## config.mk

```make
export PLATFORM = sky130hd
export DESIGN_NAME = tdm_frame_packer
export DESIGN_NICKNAME = d
export VERILOG_FILES = /design/src/rtl/tdm_pack_pkg.sv /design/src/rtl/tdm_pack_mapper.sv /design/src/rtl/tdm_pack_ctrl.sv /design/src/rtl/tdm_pack_datapath.sv /design/src/rtl/tdm_frame_packer.sv
export SDC_FILE = /design/constraint.sdc
export NUM_CORES = 1
export LEC_CHECK = 0
export BUFFER_PORTS_ARGS = -buffer_cell sky130_fd_sc_hd__buf_4
export CORE_MARGIN = 10
export CORE_UTILIZATION = 54
export CTS_CLUSTER_SIZE = 12
export DETAILED_ROUTE_END_ITERATION = 10
export PLACE_DENSITY = 0.85
export SLEW_MARGIN = 20
export SYNTH_ARGS = -nofsm -noshare
export SYNTH_HDL_FRONTEND = slang
export SYNTH_SLANG_ARGS = --single-unit
```

## constraint.sdc

```tcl
create_clock -name clk -period 2.9 [get_ports clk]
set_input_delay 0.58 -clock clk [delete_from_list [all_inputs] [get_ports clk]]
set_output_delay 0.58 -clock clk [all_outputs]
set_load 0.05 [all_outputs]
```

## src/rtl/tdm_pack_pkg.sv

```systemverilog
package tdm_pack_pkg;

  typedef enum logic [1:0] {
    FMT_FIXED = 2'b00,
    FMT_DYN   = 2'b01,
    FMT_DISC  = 2'b10
  } fmt_e;

  // strobes from control to datapath
  typedef struct packed {
    logic load;      // capture snapshot
    logic shift;     // advance one bit
    logic slotDone;  // this shift finishes a slot
  } strobe_t;

  function automatic fmt_e decodeFmt(input logic [1:0] sel);
    case (sel)
      2'b01:   return FMT_DYN;
      2'b10:   return FMT_DISC;
      default: return FMT_FIXED;
    endcase
  endfunction

endpackage

```

## src/rtl/tdm_pack_mapper.sv

```systemverilog
module tdm_pack_mapper
  import tdm_pack_pkg::*;
#(
  parameter int NUM_CH = 8,
  localparam int CH_W  = $clog2(NUM_CH),
  localparam int LEN_W = $clog2(NUM_CH + 1)
) (
  input  logic [1:0]                  fmtSel,
  input  logic [NUM_CH-1:0]           chanEn,
  input  logic [NUM_CH-1:0]           chanValid,
  output logic [NUM_CH-1:0][CH_W-1:0] mapOut,
  output logic [LEN_W-1:0]            lenOut
);

  logic [NUM_CH-1:0]           incl;
  logic [NUM_CH-1:0][CH_W-1:0] identMap;
  logic [NUM_CH-1:0][CH_W-1:0] packMap;
  logic [LEN_W-1:0]            packCnt;
  fmt_e                        fmt;

  assign incl = chanEn & chanValid;
  assign fmt  = decodeFmt(fmtSel);

  for (genvar g = 0; g < NUM_CH; g++) begin : gIdent
    assign identMap[g] = CH_W'(g);
  end

  // compaction: included channels fill slots from zero upward
  always_comb begin
    packCnt = '0;
    packMap = '0;
    for (int i = 0; i < NUM_CH; i++) begin
      if (incl[i]) begin
        packMap[packCnt[CH_W-1:0]] = CH_W'(i);
        packCnt = packCnt + 1'b1;
      end
    end
  end

  always_comb begin
    case (fmt)
      FMT_DYN: begin
        mapOut = packMap;
        lenOut = packCnt;
      end
      FMT_DISC: begin
        mapOut = identMap;
        lenOut = LEN_W'(1);
      end
      default: begin
        mapOut = identMap;
        lenOut = LEN_W'(NUM_CH);
      end
    endcase
  end

endmodule

```

## src/rtl/tdm_pack_ctrl.sv

```systemverilog
module tdm_pack_ctrl
  import tdm_pack_pkg::*;
#(
  parameter int NUM_CH = 8,
  parameter int WORD_W = 24,
  localparam int CH_W  = $clog2(NUM_CH),
  localparam int LEN_W = $clog2(NUM_CH + 1),
  localparam int BIT_W = $clog2(WORD_W)
) (
  input  logic             clk,
  input  logic             rstN,
  input  logic             frameStart,
  input  logic             shiftEn,
  input  logic [1:0]       fmtSel,
  input  logic [LEN_W-1:0] lenComb,
  output strobe_t          strb,
  output logic             busy,
  output logic [CH_W-1:0]  slotIdx,
  output fmt_e             capFmt,
  output logic [LEN_W-1:0] frameLen
);

  localparam logic [BIT_W-1:0] LAST_BIT = BIT_W'(WORD_W - 1);

  logic [BIT_W-1:0] bitIdx;
  logic             lastSlot;

  assign lastSlot      = (LEN_W'(slotIdx) == frameLen - 1'b1);
  assign strb.load     = frameStart;
  assign strb.shift    = busy && shiftEn && !frameStart;
  assign strb.slotDone = strb.shift && (bitIdx == LAST_BIT);

  always_ff @(posedge clk or negedge rstN) begin
    if (!rstN) begin
      busy     <= 1'b0;
      slotIdx  <= '0;
      bitIdx   <= '0;
      frameLen <= '0;
      capFmt   <= FMT_FIXED;
    end else if (strb.load) begin
      busy     <= (lenComb != '0);
      slotIdx  <= '0;
      bitIdx   <= '0;
      frameLen <= lenComb;
      capFmt   <= decodeFmt(fmtSel);
    end else if (strb.shift) begin
      if (strb.slotDone) begin
        bitIdx <= '0;
        if (lastSlot) begin
          busy    <= 1'b0;
          slotIdx <= '0;
        end else begin
          slotIdx <= slotIdx + 1'b1;
        end
      end else begin
        bitIdx <= bitIdx + 1'b1;
      end
    end
  end

endmodule

```

## src/rtl/tdm_pack_datapath.sv

```systemverilog
module tdm_pack_datapath
  import tdm_pack_pkg::*;
#(
  parameter int NUM_CH = 8,
  parameter int WORD_W = 24,
  localparam int CH_W  = $clog2(NUM_CH)
) (
  input  logic                          clk,
  input  logic                          rstN,
  input  strobe_t                       strb,
  input  logic                          busy,
  input  fmt_e                          capFmt,
  input  logic [CH_W-1:0]               slotIdx,
  input  logic [NUM_CH-1:0][CH_W-1:0]   mapComb,
  input  logic [NUM_CH-1:0]             chanEn,
  input  logic [NUM_CH-1:0]             chanValid,
  input  logic [NUM_CH-1:0][WORD_W-1:0] chanData,
  output logic                          serOut,
  output logic [NUM_CH-1:0]             discOut,
  output logic [CH_W-1:0]               slotChan
);

  logic [NUM_CH-1:0][WORD_W-1:0] maskIn;
  logic [NUM_CH-1:0][WORD_W-1:0] wordReg;
  logic [NUM_CH-1:0][WORD_W-1:0] discReg;
  logic [NUM_CH-1:0][CH_W-1:0]   mapReg;
  logic [WORD_W-1:0]             curWord;
  logic [CH_W-1:0]               nextSlot;

  assign nextSlot = slotIdx + 1'b1;

  for (genvar g = 0; g < NUM_CH; g++) begin : gChan
    // idle or not-yet-valid channels contribute zeros
    assign maskIn[g] = (chanEn[g] && chanValid[g]) ? chanData[g] : '0;

    always_ff @(posedge clk or negedge rstN) begin
      if (!rstN) begin
        discReg[g] <= '0;
      end else if (strb.load) begin
        discReg[g] <= maskIn[g];
      end else if (strb.shift) begin
        discReg[g] <= {discReg[g][WORD_W-2:0], 1'b0};
      end
    end

    assign discOut[g] = busy && (capFmt == FMT_DISC) && discReg[g][WORD_W-1];
  end

  always_ff @(posedge clk or negedge rstN) begin
    if (!rstN) begin
      wordReg <= '0;
      mapReg  <= '0;
      curWord <= '0;
    end else if (strb.load) begin
      wordReg <= maskIn;
      mapReg  <= mapComb;
      curWord <= maskIn[mapComb[0]];
    end else if (strb.slotDone) begin
      curWord <= wordReg[mapReg[nextSlot]];
    end else if (strb.shift) begin
      curWord <= {curWord[WORD_W-2:0], 1'b0};
    end
  end

  assign serOut   = busy && (capFmt != FMT_DISC) && curWord[WORD_W-1];
  assign slotChan = busy ? mapReg[slotIdx] : '0;

endmodule

```

## src/rtl/tdm_frame_packer.sv

```systemverilog
module tdm_frame_packer
  import tdm_pack_pkg::*;
#(
  parameter int NUM_CH = 8,
  parameter int WORD_W = 24,
  localparam int CH_W  = $clog2(NUM_CH),
  localparam int LEN_W = $clog2(NUM_CH + 1)
) (
  input  logic                          clk,
  input  logic                          rstN,
  input  logic [1:0]                    fmtSel,
  input  logic [NUM_CH-1:0]             chanEn,
  input  logic [NUM_CH-1:0]             chanValid,
  input  logic [NUM_CH-1:0][WORD_W-1:0] chanData,
  input  logic                          frameStart,
  input  logic                          shiftEn,
  output logic                          serOut,
  output logic [NUM_CH-1:0]             discOut,
  output logic [CH_W-1:0]               slotIdx,
  output logic [CH_W-1:0]               slotChan,
  output logic [LEN_W-1:0]              frameLen,
  output logic                          frameBusy
);

  logic [NUM_CH-1:0][CH_W-1:0] mapComb;
  logic [LEN_W-1:0]            lenComb;
  strobe_t                     strb;
  fmt_e                        capFmt;
  logic [1:0]                  capFmtBits;

  assign capFmtBits = capFmt;

  tdm_pack_mapper #(.NUM_CH(NUM_CH)) i_mapper (
    .fmtSel    (fmtSel),
    .chanEn    (chanEn),
    .chanValid (chanValid),
    .mapOut    (mapComb),
    .lenOut    (lenComb)
  );

  tdm_pack_ctrl #(.NUM_CH(NUM_CH), .WORD_W(WORD_W)) i_ctrl (
    .clk        (clk),
    .rstN       (rstN),
    .frameStart (frameStart),
    .shiftEn    (shiftEn),
    .fmtSel     (fmtSel),
    .lenComb    (lenComb),
    .strb       (strb),
    .busy       (frameBusy),
    .slotIdx    (slotIdx),
    .capFmt     (capFmt),
    .frameLen   (frameLen)
  );

  tdm_pack_datapath #(.NUM_CH(NUM_CH), .WORD_W(WORD_W)) i_dp (
    .clk       (clk),
    .rstN      (rstN),
    .strb      (strb),
    .busy      (frameBusy),
    .capFmt    (capFmt),
    .slotIdx   (slotIdx),
    .mapComb   (mapComb),
    .chanEn    (chanEn),
    .chanValid (chanValid),
    .chanData  (chanData),
    .serOut    (serOut),
    .discOut   (discOut),
    .slotChan  (slotChan)
  );

endmodule

```

==> qor.txt <==
Commonest non-fill, non-tap cells in the layout: buf_4 (493), o21ai_0 (454), dfrtp_1 (447)
Fmax achieved: 233 MHz
Remaining DRCs: 0
Worst hold path class: primary input to flop
Die W: 231 um
Clock slew at reported path FFs: 0.06 ns
Via density: 6.48
Static Leakage: 14.1 nW
Pins Over Slew Limit: 0
Reg2reg end: i_dp.curWord[22]
Max Cap Viol: 0
Least-Margin Pin Slew: 1.08 ns
Iteration-0 DRC Markers: 3782
Worst Hold Path EP: i_dp.wordReg[108]
Crit path capture type: flop
Tmin final: 4.28 ns
Synthesized area per cell: 8.99 um2
Crit-path cells: buf_6 > and2_4 > buf_6 > fa_2 > ha_4 > nand3b_1 > o31ai_4 > inv_2 > ha_4 > nand2_4 > o21ai_4 > ha_4 > nand3_4 > o21a_4 > o21ba_4 > nand2_4 > a32oi_4 > buf_6 > or3_4 > buf_6 > mux2i_2 > o21ai_0 > o211ai_1
Yosys warning total: 0
Share of layout cells above drive strength 1: 27.0%
Critical Path RT: 3.38 ns
Register area share after synthesis: 46.3%
RSZ-0062 raised after global routing: yes
Synthesized area: 0.0241 mm2
Drt total wl: 102000 um
Synth Instances: 2686
Clock Sinks: 447
Ys flop type: dfrtp_1
ANT cells: 0
Crit-path leading delay family: adder cells
Initial Utilization: 54.6%
Logic gate share of total power: 25.9%
Post-synth ARST share: 100%
Syn_nets: 2916
Fin crit share: 148%
Data arrival, critical path: 4.76 ns
Sequential power share: 39.0%
Filler instances: 3242
Core Region: 0.0442 mm2
Routability congestion estimate: 1.04
Finished Cell Area: 0.0316 mm2
Global-route wire length before repair: 150000 um
Largest net degree at the start of global routing: 228
Hold Path Origin: chanData[108]
Htree depth: 2
NetSw: 5.57 mW
Status: complete, but fails checks
Synth cell types: 82
CTS root buf: clkbuf_16
Worst setup path category: primary input to flop
Endpoints failing setup: 53
FF-to-FF path depth: 14
Share of power burned in the clock network: 35.1%
CTS tree: yes
Count of state elements after synthesis: 447
TritonCTS Buffers: 48
Max incr delay on CP: 0.56 ns
Final Total Pwr: 17.9 mW
Crit path buf inv count: 5
FF-to-FF Start: i_ctrl.slotIdx[0]
Vias in the first global route: 23533
DR pass1 iterations: 8
Die footprint: 0.0536 mm2
Post-synth EDFFs: 0
Fin util: 71.5%
Via count: 23973
Port-buffer cells: 233
Cell count along the critical path: 23
Max-slew headroom: 27.8%
Violated checks: negative setup slack
Final nets: 3309
Most frequent CP cell: buf_6
Total grt overflow: 0
Crit start category: primary input
CP Max Fanout: 6
Hold Path Stages: 3
Most common cell after layout, fill and taps aside: buf_4
Final Hold Fails: 0
Placement Cell Area: 0.0286 mm2
WL per Instance: 27.5 um
Post-route antenna net violation count: 0
Net Sw Frac: 31.1%
PD cells: 566 mW/mm2
Max clock buf depth: 3
Site Rows: 77
Setup TNS: -57.04 ns
Worst setup margin: -1.38 ns
# IOs: 234
Clk Latency, worst-skew pair: 0.60 ns
Int Pwr: 12.3 mW
Area Overhead vs Synth: 31.1%
GR Util All Layers: 37.1%
Clk_skew: 0.0350 ns
Initial antenna violation count: 7
CP max-delay cell: fa_2
Die Y: 231 um
Worst R2R Setup Slack: -0.77 ns
VDD IR max: 0.536 mV
HPWL Detailed: 76600 um
-- layer usage --
metal	part of all wire [%]	global-route usage [%]
met1	39	48.8
met2	43	55.3
met3	11	9.42
met4	6.4	20.5
met5	0.044	0
-- worst max-delay path by stage --
stage / startpoint / to / slack (ns)
detailed placement: chanEn[0] / i_dp.curWord[5] / -2.45
CTS: chanValid[1] / i_dp.curWord[7] / -1.34
floorplan: chanEn[2] / i_dp.curWord[21] / -2.31
finish: chanValid[1] / i_dp.curWord[23] / -1.38
global placement: chanEn[0] / i_dp.curWord[23] / -2.39
global route: chanValid[0] / i_dp.curWord[4] / -1.53
-- synthesized netlist by cell type (8+ instances only) --
cell type    n  area share (%)
o32a_1      13            0.54
a22oi_1      8            0.25
nand3_1    279             5.8
mux2i_1    232             9.6
o32ai_1      8            0.29
inv_1      222             3.5
nand2_1    227             3.5
xnor2_1     17            0.62
ha_1        15            0.78
a21o_1      21            0.65
buf_1       42            0.65
mux4_2      14             1.3
dfrtp_1    447              46
a311oi_1    14            0.51
nor2_1      83             1.3
a221oi_1    22            0.80
a21oi_1    122             2.5
and3_1      19            0.49
clkbuf_1   145             2.3
and2_1      18            0.47
a31oi_1      8            0.21
o22ai_1     22            0.57
nor3_1      15            0.31
o211ai_1    60             1.9
o21ai_0    474             9.8
buf_2       24            0.50
-- sequential cells by signal (all words and copies together) (netlist names) --
register / count
i_dp.discReg: 192
i_ctrl.busy: 1
i_ctrl.bitIdx: 5
i_ctrl.frameLen: 4
i_dp.mapReg: 24
i_ctrl.slotIdx: 3
i_ctrl.capFmt: 2
i_dp.curWord: 24
i_dp.wordReg: 192
-- worst register-to-register path, cell delays in order, from the launching register on --
cell and delay, ns:
dfrtp_1 0.39, ha_1 0.23, xnor2_1 0.17, buf_4 0.16, mux4_4 0.75, buf_12 0.22
buf_4 0.15, buf_4 0.17, nand2_1 0.07, o21ai_0 0.10, o211ai_1 0.43, o21ai_0 0.18
a21oi_1 0.27, o32a_1 0.20, o211ai_1 0.07
-- power groups by stage --
stage / Sequential, mW / Clock (mW) / Combinational [mW]
after floorplan: 6.99 / 0 / 2.08
after global placement: 7.06 / 0 / 3.97
after detailed placement: 7.08 / 0 / 4.02
after CTS: 6.97 / 6.29 / 4.32
after global routing: 7.02 / 6.54 / 4.86
final: 6.98 / 6.29 / 4.63
-- what timing repair did --
action                                 in CTS  in global routing
cloned                                      2                  3
endpoints found under the hold margin      43                  0
hold buffers                                1                  0
setup buffers                              26                  7
setup endpoints to repair                  53                 54
resized for setup                         130                 91
pin swaps                                  68                 47
-- logic make-up after synthesis --
logic type | after synthesis | share of synthesized area [%]
xor+xnor | 27 | 1.24
mux | 250 | 11.1
buf+inv | 443 | 7.26
flops | 447 | 46.3
fa+ha+maj | 16 | 0.860
simple gates | 676 | 13.0
compound gates | 827 | 20.2
-- through the flow --
step                      hold slack, ns  setup WS, ns  cells
after CTS                          0.253         -1.34   3695
final                              0.262         -1.38   3700
after global placement             0.505         -2.39   3590
after global routing               0.281         -1.53   3700
after detailed placement           0.513         -2.45   3590
after floorplan                    0.284         -2.31   2686
-- final cells by class --
class	instances	area (um2)	area share (%)
inverters	223	842	2.66
clock buffers	69	1410	4.46
clock inverters	10	171	0.542
flip-flops and latches	447	11200	35.4
well taps	592	741	2.34
repair buffers	562	4830	15.3
multi-input cells	1797	12500	39.4
No activity file was read; power rests on OpenSTA's default activity.
